==> src/rtl/bseq_pkg.sv <==
package bseq_pkg;
  parameter int THREADS = 8;
  parameter int ADDR_W  = 16;
  localparam int TID_W  = $clog2(THREADS);

  typedef logic [TID_W-1:0]  tid_t;
  typedef logic [ADDR_W-1:0] addr_t;

  // strobes from control to datapath
  typedef struct packed {
    tid_t               issueTid;
    tid_t               nextTid;
    logic [THREADS-1:0] bumpSel;
    logic [THREADS-1:0] branchSel;
    logic               commitReq;
  } seq_ctrl_t;
endpackage

==> src/rtl/bseq_ctrl.sv <==
module bseq_ctrl
  import bseq_pkg::*;
(
  input  logic      clk,
  input  logic      rst_n,
  input  logic      brTaken,
  input  tid_t      brTid,
  input  logic      wbReq,
  output seq_ctrl_t ctrl
);
  tid_t issueCnt;
  tid_t nextCnt;

  always_comb begin
    if (issueCnt == tid_t'(THREADS - 1)) nextCnt = '0;
    else                                 nextCnt = issueCnt + tid_t'(1);
  end

  always_ff @(posedge clk or negedge rst_n) begin
    if (!rst_n) issueCnt <= '0;
    else        issueCnt <= nextCnt;
  end

  always_comb begin
    ctrl           = '0;
    ctrl.issueTid  = issueCnt;
    ctrl.nextTid   = nextCnt;
    ctrl.bumpSel[issueCnt] = 1'b1;
    if (brTaken) ctrl.branchSel[brTid] = 1'b1;
    ctrl.commitReq = wbReq;
  end

  // rotation step of one thread per clock (modulo a power-of-two count)
  AST_ROTATE_STEP: assert property (@(posedge clk) disable iff (!rst_n)
    1'b1 |=> tid_t'(ctrl.issueTid - $past(ctrl.issueTid)) == tid_t'(1));
endmodule

==> src/rtl/bseq_datapath.sv <==
module bseq_datapath
  import bseq_pkg::*;
#(
  parameter addr_t RESET_VEC = '0,
  parameter addr_t PC_STRIDE = addr_t'(256)
)(
  input  logic                     clk,
  input  logic                     rst_n,
  input  seq_ctrl_t                ctrl,
  input  addr_t                    brTarget,
  output addr_t                    issuePc,
  output logic [THREADS*TID_W-1:0] stageTid,
  output tid_t                     wbTid,
  output logic [THREADS-1:0]       wbCommit
);
  addr_t pcReg  [THREADS];
  tid_t  tagReg [1:THREADS-1];

  // per-thread program counters: branch load has priority over increment
  always_ff @(posedge clk or negedge rst_n) begin
    if (!rst_n) begin
      for (int t = 0; t < THREADS; t++)
        pcReg[t] <= RESET_VEC + PC_STRIDE * addr_t'(t);
    end else begin
      for (int t = 0; t < THREADS; t++) begin
        if (ctrl.branchSel[t])    pcReg[t] <= brTarget;
        else if (ctrl.bumpSel[t]) pcReg[t] <= pcReg[t] + addr_t'(1);
      end
    end
  end

  assign issuePc = pcReg[ctrl.issueTid];

  // thread tags travelling down stages 1..THREADS-1
  always_ff @(posedge clk or negedge rst_n) begin
    if (!rst_n) begin
      for (int k = 1; k < THREADS; k++)
        tagReg[k] <= tid_t'((THREADS - k) % THREADS);
    end else begin
      tagReg[1] <= ctrl.issueTid;
      for (int k = 2; k < THREADS; k++) tagReg[k] <= tagReg[k-1];
    end
  end

  always_comb begin
    stageTid[0 +: TID_W] = ctrl.issueTid;
    for (int k = 1; k < THREADS; k++) stageTid[k*TID_W +: TID_W] = tagReg[k];
  end

  assign wbTid = tagReg[THREADS-1];

  always_comb begin
    wbCommit = '0;
    if (ctrl.commitReq) wbCommit[wbTid] = 1'b1;
  end

  // the tag leaving the pipe must be the thread the control issues next
  AST_WB_TAG: assert property (@(posedge clk) disable iff (!rst_n)
    wbTid == ctrl.nextTid);
  AST_COMMIT_OWNER: assert property (@(posedge clk) disable iff (!rst_n)
    ctrl.commitReq |-> (wbCommit[ctrl.nextTid] && $onehot0(wbCommit)));
  AST_COMMIT_IDLE: assert property (@(posedge clk) disable iff (!rst_n)
    !ctrl.commitReq |-> wbCommit == '0);

  for (genvar t = 0; t < THREADS; t++) begin : g_pcChk
    AST_BRANCH_LAND: assert property (@(posedge clk) disable iff (!rst_n)
      ctrl.branchSel[t] |=> pcReg[t] == $past(brTarget));
    AST_SEQ_BUMP: assert property (@(posedge clk) disable iff (!rst_n)
      (ctrl.bumpSel[t] && !ctrl.branchSel[t]) |=> pcReg[t] == $past(pcReg[t]) + addr_t'(1));
    AST_PC_HOLD: assert property (@(posedge clk) disable iff (!rst_n)
      (!ctrl.bumpSel[t] && !ctrl.branchSel[t]) |=> $stable(pcReg[t]));
  end
endmodule

==> src/rtl/barrel_sequencer.sv <==
module barrel_sequencer
  import bseq_pkg::*;
#(
  parameter addr_t RESET_VEC = '0,
  parameter addr_t PC_STRIDE = addr_t'(256)
)(
  input  logic                     clk,
  input  logic                     rst_n,
  input  logic                     brTaken,
  input  logic [TID_W-1:0]         brTid,
  input  logic [ADDR_W-1:0]        brTarget,
  input  logic                     wbReq,
  output logic [TID_W-1:0]         issueTid,
  output logic [ADDR_W-1:0]        issuePc,
  output logic [THREADS*TID_W-1:0] stageTid,
  output logic [TID_W-1:0]         wbTid,
  output logic [THREADS-1:0]       wbCommit
);
  seq_ctrl_t ctrl;

  bseq_ctrl u_ctrl (
    .clk     (clk),
    .rst_n   (rst_n),
    .brTaken (brTaken),
    .brTid   (brTid),
    .wbReq   (wbReq),
    .ctrl    (ctrl)
  );

  bseq_datapath #(
    .RESET_VEC (RESET_VEC),
    .PC_STRIDE (PC_STRIDE)
  ) u_dp (
    .clk      (clk),
    .rst_n    (rst_n),
    .ctrl     (ctrl),
    .brTarget (brTarget),
    .issuePc  (issuePc),
    .stageTid (stageTid),
    .wbTid    (wbTid),
    .wbCommit (wbCommit)
  );

  assign issueTid = ctrl.issueTid;
endmodule

==> config.mk <==
export PLATFORM = sky130hd
export DESIGN_NAME = barrel_sequencer
export DESIGN_NICKNAME = d
export VERILOG_FILES = /design/src/rtl/bseq_pkg.sv /design/src/rtl/bseq_ctrl.sv /design/src/rtl/bseq_datapath.sv /design/src/rtl/barrel_sequencer.sv
export SDC_FILE = /design/constraint.sdc
export NUM_CORES = 1
export LEC_CHECK = 0
export ABC_AREA = 1
export BUFFER_PORTS_ARGS = -buffer_cell sky130_fd_sc_hd__buf_4
export CAP_MARGIN = 20
export CORE_ASPECT_RATIO = 1.5
export CORE_UTILIZATION = 41
export DETAILED_ROUTE_END_ITERATION = 8
export GPL_TIMING_DRIVEN = 0
export SLEW_MARGIN = 25
export SYNTH_ARGS = -nofsm -noshare
export SYNTH_HDL_FRONTEND = slang
export SYNTH_SLANG_ARGS = --single-unit
==> constraint.sdc <==
create_clock -name clk -period 2.8 [get_ports clk]
set_input_delay 0.42 -clock clk [delete_from_list [all_inputs] [get_ports clk]]
set_output_delay 0.42 -clock clk [all_outputs]
set_load 0.02 [all_outputs]
==> results of run 1 <==
[registers in the layout, summed over array words and instances (netlist names)]
signal / count
u_ctrl.issueCnt: 3
u_dp.pcReg: 128
u_dp.stageTid: 18
u_dp.wbTid: 3
[tightest hold or removal path, delay by kind of cell]
kind                   cells  cell delay, ps
AND/OR/NAND/NOR            2             120
buffers and inverters      1              80
[placed cells by master, fill, tap and decap left out, drive strengths merged, types with 33 or more instances in the layout]
cell    synthesis  layout
buf            38     107
clkbuf         11      33
dfrtp         128     128
inv           244     248
nand2         560     560
nand3         170     170
nor2          139     139
o21ai          85      85
o22ai          75      75
xor2           35      35
[power groups by stage]
stage | Combinational [W] | Clock (W) | Sequential [W]
2_1_floorplan | 0.00156 | 0 | 0.00316
3_5_place_dp | 0.00218 | 0 | 0.00336
3_3_place_gp | 0.00213 | 0 | 0.00336
5_1_grt | 0.00250 | 0.00259 | 0.00343
4_1_cts | 0.00220 | 0.00250 | 0.00333
6_report | 0.00221 | 0.00247 | 0.00335
[final cells by class]
cell class                      count  area share
Buffer                             49     0.02492
Clock buffer                       19     0.03646
Clock inverter                     13     0.01380
Inverter                          244     0.07580
Multi-Input combinational cell   1159      0.4520
Sequential cell                   152      0.3157
Tap cell                          328     0.03378
Timing Repair Buffer               73     0.04758
[per-stage QoR]
step                      setup TNS, ps  utilization  instances
after floorplan                       0            -       1604
after global placement                0       0.4558       2002
after detailed placement              0       0.4572       2003
after CTS                             0       0.4823       2036
after global routing             -11.88       0.4833       2037
final                                 0       0.4833       2037
[worst min path at each step]
| stage | from | to | slack [ps] | cells after the start |
|---|---|---|---|---|
| floorplan | rst_n | u_ctrl.issueCnt[0] | 120 | 0 |
| global placement | u_dp.stageTid[8] | u_dp.stageTid[11] | 360 | 0 |
| detailed placement | u_dp.stageTid[8] | u_dp.stageTid[11] | 360 | 0 |
| CTS | brTarget[8] | u_dp.pcReg[72] | 200 | 3 |
| global route | brTarget[8] | u_dp.pcReg[72] | 220 | 3 |
| finish | brTarget[8] | u_dp.pcReg[72] | 210 | 3 |
[metal layers]
metal  vias up  global-route usage  share of wire
met4         0              0.1848          0.061
met2       450              0.5100           0.48
met1      5098              0.3513           0.39
met5         -                   0              0
met3       115             0.04045          0.063
li1       5320                   -              -
[synth_stat cells]
master	n
a21o_1	2
a21oi_1	17
a22oi_1	4
and2_1	2
buf_1	6
buf_2	12
buf_4	17
buf_6	3
clkbuf_1	9
clkbuf_2	2
dfrtp_1	128
dfstp_2	24
ha_1	10
inv_1	235
inv_2	8
inv_4	1
nand2_1	553
nand2_2	6
nand2_4	1
nand3_1	163
nand3_2	6
nand3_4	1
nand3b_1	2
nand4_1	20
nor2_1	136
nor2_2	1
nor2_4	2
nor3_1	1
nor3_2	2
nor3_4	1
o211ai_1	13
o21ai_0	85
o21bai_1	2
o221ai_1	12
o22ai_1	75
or2_2	1
xnor2_1	6
xor2_1	35
[kinds of logic (layout without fill, tap and decap cells)]
kind of cell	after synthesis	in the layout	share of synthesized area
fa+ha+maj	10	10	0.01189
xor+xnor	41	41	0.03412
simple gates	898	898	0.3570
compound gates	210	210	0.1181
flops	152	152	0.3643
buf+inv	293	398	0.1146
[what timing repair did]
item | in CTS | in global routing
hold buffers | 1 | 0
setup buffers | 0 | 1
hold endpoints to repair | 56 | 0
gates resized for setup | 7 | 8
setup endpoints to repair | 9 | 11
==> reports/qor.yml, run 1 <==
pwr:
  total_power_w: 0.008037
  peakVddDrop_v: 0.0004739
  p_int_w: 0.004952
  swShare: 0.3839
  p_switching_w: 0.003086
  comb_power_share: 0.275
  power.density_nw_per_um2: 661.6
  pwr-share-seq: 0.417
  p_leak_nw: 6.131
  pwr-share-clk: 0.308
global_route:
  gr-total-overflow: 0
  grt_pass1_vias: 10600
  grt_max_degree: 82
  grt_use_total: 0.2977
  grt_pass1_wl_um: 58700
  antenna_found_initial: 0
critical_path:
  crit-reg2reg-launch: "u_ctrl.issueCnt[2]"
  endpoint: "issuePc[2]"
  start_kind: "flip-flop"
  crit_start: "u_ctrl.issueCnt[1]"
  rrSetupSlack_ps: 880
  crit_chain: "buf_4 > buf_2 > a21oi_1 > o21ai_0 > nand2_1 > buf_4"
  r2r-end: "u_dp.pcReg[66]"
  crit_type: "flip-flop to output pin"
  cp_top_family: "buffers and inverters"
  critical_path_buf_inv_count: 3
  cp_num_cells: 6
  slowest_stage: "dfrtp_1"
  critPathArrivalTime_ps: 2330
  end_kind: "output pin"
  cp_max_fo: 10
  r2r_cells: 6
  cp_common_cell: "buf_4"
  required_ps: 2380
  slowest_delay_ps: 600
timing:
  tightest_slew_ps: 971.7
  finClkSkew_ps: 14.18
  setup_ws_ps: 50.14
  grt_setup_unrepaired: "true"
  finalCritPeriodShare: 0.9821
  holdWs_ps: 208.9
  hold_viol: 0
  setup_viol: 0
  relSlewSlack: 0.3522
  layout_min_cycle_time_ps: 2750
  slew_violations: 0
  fmaxAchievable_ghz: 0.3637
routing:
  drc_errors: 0
  drtIter0Drc: 940
  viasPerCell: 5.392
  num_vias: 10980
  routed_wl_um: 37860
  ant_nets: 0
  avgRoutedWirePerCell_um: 18.59
  drt-pass1-iter-count: 5
placed_design:
  postPlaceCellArea_um2: 11490
  dp.final_hpwl_um: 28050
  portBuffers: 70
  gp_congestion: 0.9775
  place_worst_setup_slack_ps: 333.9
synth:
  yosysUniqueCellTypes: 38
  syn_nets: 1637
  ys_seq_area_frac: 0.3643
  synth_area_leaders: "dfrtp_1, nand2_1, inv_1, nand3_1, dfstp_2"
  ys_warn_count: 0
  netlist.top_cell.by_area: "dfrtp_1"
  synth_seq_cells: 152
  synth.cell_area_um2: 10520
  syn_avg_cell_area_um2: 6.561
  yosys.area.top_type_share: 0.3044
  netlist_instances: 1604
cts:
  clock_sinks: 152
  cts_inserted_buffers: 17
  path_clk_slew_ps: 60
  clock_latency_ps: 450
  htree_levels: 4
  clk_path_buf_depth: 2
  cts_tree: "yes"
  root_buffer: "clkbuf_16"
final_layout:
  syn_to_final_growth_pct: 15.44
  multiInputGateArea_um2: 5492
  postLayoutCellArea_um2: 12150
  nNetsFinal: 1729
  drive_gt1_frac: 0.1135
  fill_cells: 2603
  register_area_um2: 3835
  antennaDiodeCount: 0
die:
  fp-row-count: 71
  die_h_um: 198.2
  initial_core_util: 0.4186
  die_x_um: 132.8
  num_io_pins: 77
  core-area_um2: 25140
  dieArea_um2: 26330
status:
  status: "finished clean"
hold_path:
  hp-class: "input port to flip-flop"
flow_run:
  cap_violations: 0
(Power assumes the default switching activity.)
==> run 2: changes to the inputs <==
PLACE_DENSITY = 0.66   (was not set)
==> run 2 against run 1 <==
Register-to-register slack better by 20 ps. Total power hardly changed. Highest routed layer unchanged. Utilization hardly changed. Final cell count stayed put. Design area hardly changed. Non-clock buffer count stayed put. Flip-flop and latch count stayed put. Largest cell class unchanged. Combinational power hardly changed.
==> reports/qor.yml, run 2 (synthesis gave the netlist of run 1 again) <==
timing:
  hold_viol: 0
  tightest_slew_ps: 948.4
  relSlewSlack: 0.3677
  layout_min_cycle_time_ps: 2784
  fmaxAchievable_ghz: 0.3592
  finalCritPeriodShare: 0.9942
  finalSetupTns_ps: 0
  finClkSkew_ps: 10.99
  setup_viol: 0
  slew_violations: 0
  grt_setup_unrepaired: "false"
placed_design:
  gp_congestion: 1.010
  portBuffers: 70
  postPlaceCellArea_um2: 11490
  dp.final_hpwl_um: 27670
hold_path:
  hp-class: "input port to flip-flop"
die:
  fp-row-count: 71
  initial_core_util: 0.4186
  die_h_um: 198.2
  dieArea_um2: 26330
  core-area_um2: 25140
  num_io_pins: 77
  die_x_um: 132.8
global_route:
  antenna_found_initial: 0
  grt_pass1_wl_um: 57750
  gr-total-overflow: 0
  grt_max_degree: 82
  grt_pass1_vias: 10600
  grt_use_total: 0.2904
cts:
  path_clk_slew_ps: 60
  root_buffer: "clkbuf_16"
  cts_inserted_buffers: 17
  clock_latency_ps: 450
  clk_path_buf_depth: 2
  cts_tree: "yes"
  htree_levels: 4
  clock_sinks: 152
critical_path:
  r2r_cells: 6
  rrSetupSlack_ps: 900
  crit-reg2reg-launch: "u_ctrl.issueCnt[2]"
  crit_type: "flip-flop to output pin"
  end_kind: "output pin"
  cp_max_fo: 10
  crit_start: "u_ctrl.issueCnt[0]"
  critPathArrivalTime_ps: 2360
  required_ps: 2380
  r2r-end: "u_dp.pcReg[64]"
  endpoint: "issuePc[12]"
  start_kind: "flip-flop"
pwr:
  peakVddDrop_v: 0.0004717
  power.density_nw_per_um2: 660.9
  p_leak_nw: 6.124
routing:
  routed_wl_um: 37200
  viasPerCell: 5.441
  drc_errors: 0
  drtIter0Drc: 1136
  avgRoutedWirePerCell_um: 18.26
  drt-pass1-iter-count: 6
  ant_nets: 0
  num_vias: 11080
final_layout:
  postLayoutCellArea_um2: 12150
  antennaDiodeCount: 0
  multiInputGateArea_um2: 5492
  final_cell_mix: "nand2_1, inv_1, nand3_1, nor2_1, dfrtp_1"
  nNetsFinal: 1729
  largest_register: "u_dp.pcReg"
  drive_gt1_frac: 0.1129
  register_area_um2: 3835
  largest_reg_flops: 128
  fill_cells: 2561
  syn_to_final_growth_pct: 15.47
  final_common_cell: "nand2_1"
flow_run:
  cap_violations: 0
status:
  status: "finished clean"
[run 2: how the worst min path moves through the flow]
stage                          to  slack (ps)  depth (start not counted)         startpoint
3_3_place_gp     u_dp.stageTid[8]         360                          0   u_dp.stageTid[5]
4_1_cts            u_dp.pcReg[72]         200                          3        brTarget[8]
5_1_grt            u_dp.pcReg[72]         220                          3        brTarget[8]
2_1_floorplan  u_ctrl.issueCnt[0]         120                          0              rst_n
6_report           u_dp.pcReg[72]         210                          3        brTarget[8]
3_5_place_dp    u_dp.stageTid[14]         360                          0  u_dp.stageTid[11]
[run 2: metal layers]
| metal | part of all wire | vias to the layer above | global-route usage |
|---|---|---|---|
| met5 | 0 | - | 0 |
| met4 | 0.052 | 0 | 0.1652 |
| met3 | 0.054 | 96 | 0.04429 |
| met2 | 0.50 | 443 | 0.5104 |
| met1 | 0.40 | 5220 | 0.3346 |
| li1 | - | 5324 | - |
[run 2: what timing repair did]
| action | CTS | global route |
|---|---|---|
| setup endpoints to repair | 10 | 12 |
| hold endpoints to repair | 64 | 0 |
| hold buffers | 1 | 0 |
| gates resized for setup | 5 | 8 |
| buffers inserted | 0 | 1 |
[run 2: area by class of cell]
type / count / share of cell area
inverter: 244 / 0.07558
clock inverter: 13 / 0.01400
clock buffer: 19 / 0.03645
multi-input combinational: 1159 / 0.4519
buffer: 49 / 0.02512
sequential: 152 / 0.3156
timing repair buffer: 73 / 0.04757
tap: 328 / 0.03377
[run 2: where the power goes]
| group | internal [W] | switching, W |
|---|---|---|
| Combinational | 0.000826 | 0.00138 |
| Sequential | 0.00269 | 0.000672 |
| Clock | 0.00143 | 0.00103 |
| Total | 0.00495 | 0.00308 |
[run 2: critical path: stages (launching register included)]
cell and delay [ps]:
dfrtp_2 450, buf_6 170, clkbuf_4 200, clkbuf_4 230, o21ai_0 350, nand2_1 90, nand2_1 70, nand2_1 100
nand2_1 110, buf_4 140
[run 2: per-stage QoR]
stage	hold WS (ps)	setup slack (ps)	power [W]	cells	utilization
after floorplan	124.4	968.2	0.004718	1604	-
after global placement	355.7	358.1	0.005480	2002	0.4558
after detailed placement	357.0	361.7	0.005535	2003	0.4572
after CTS	203.7	3.387	0.008008	2036	0.4824
after global routing	216.4	1.988	0.008501	2037	0.4834
final	213.6	16.34	0.008032	2037	0.4834
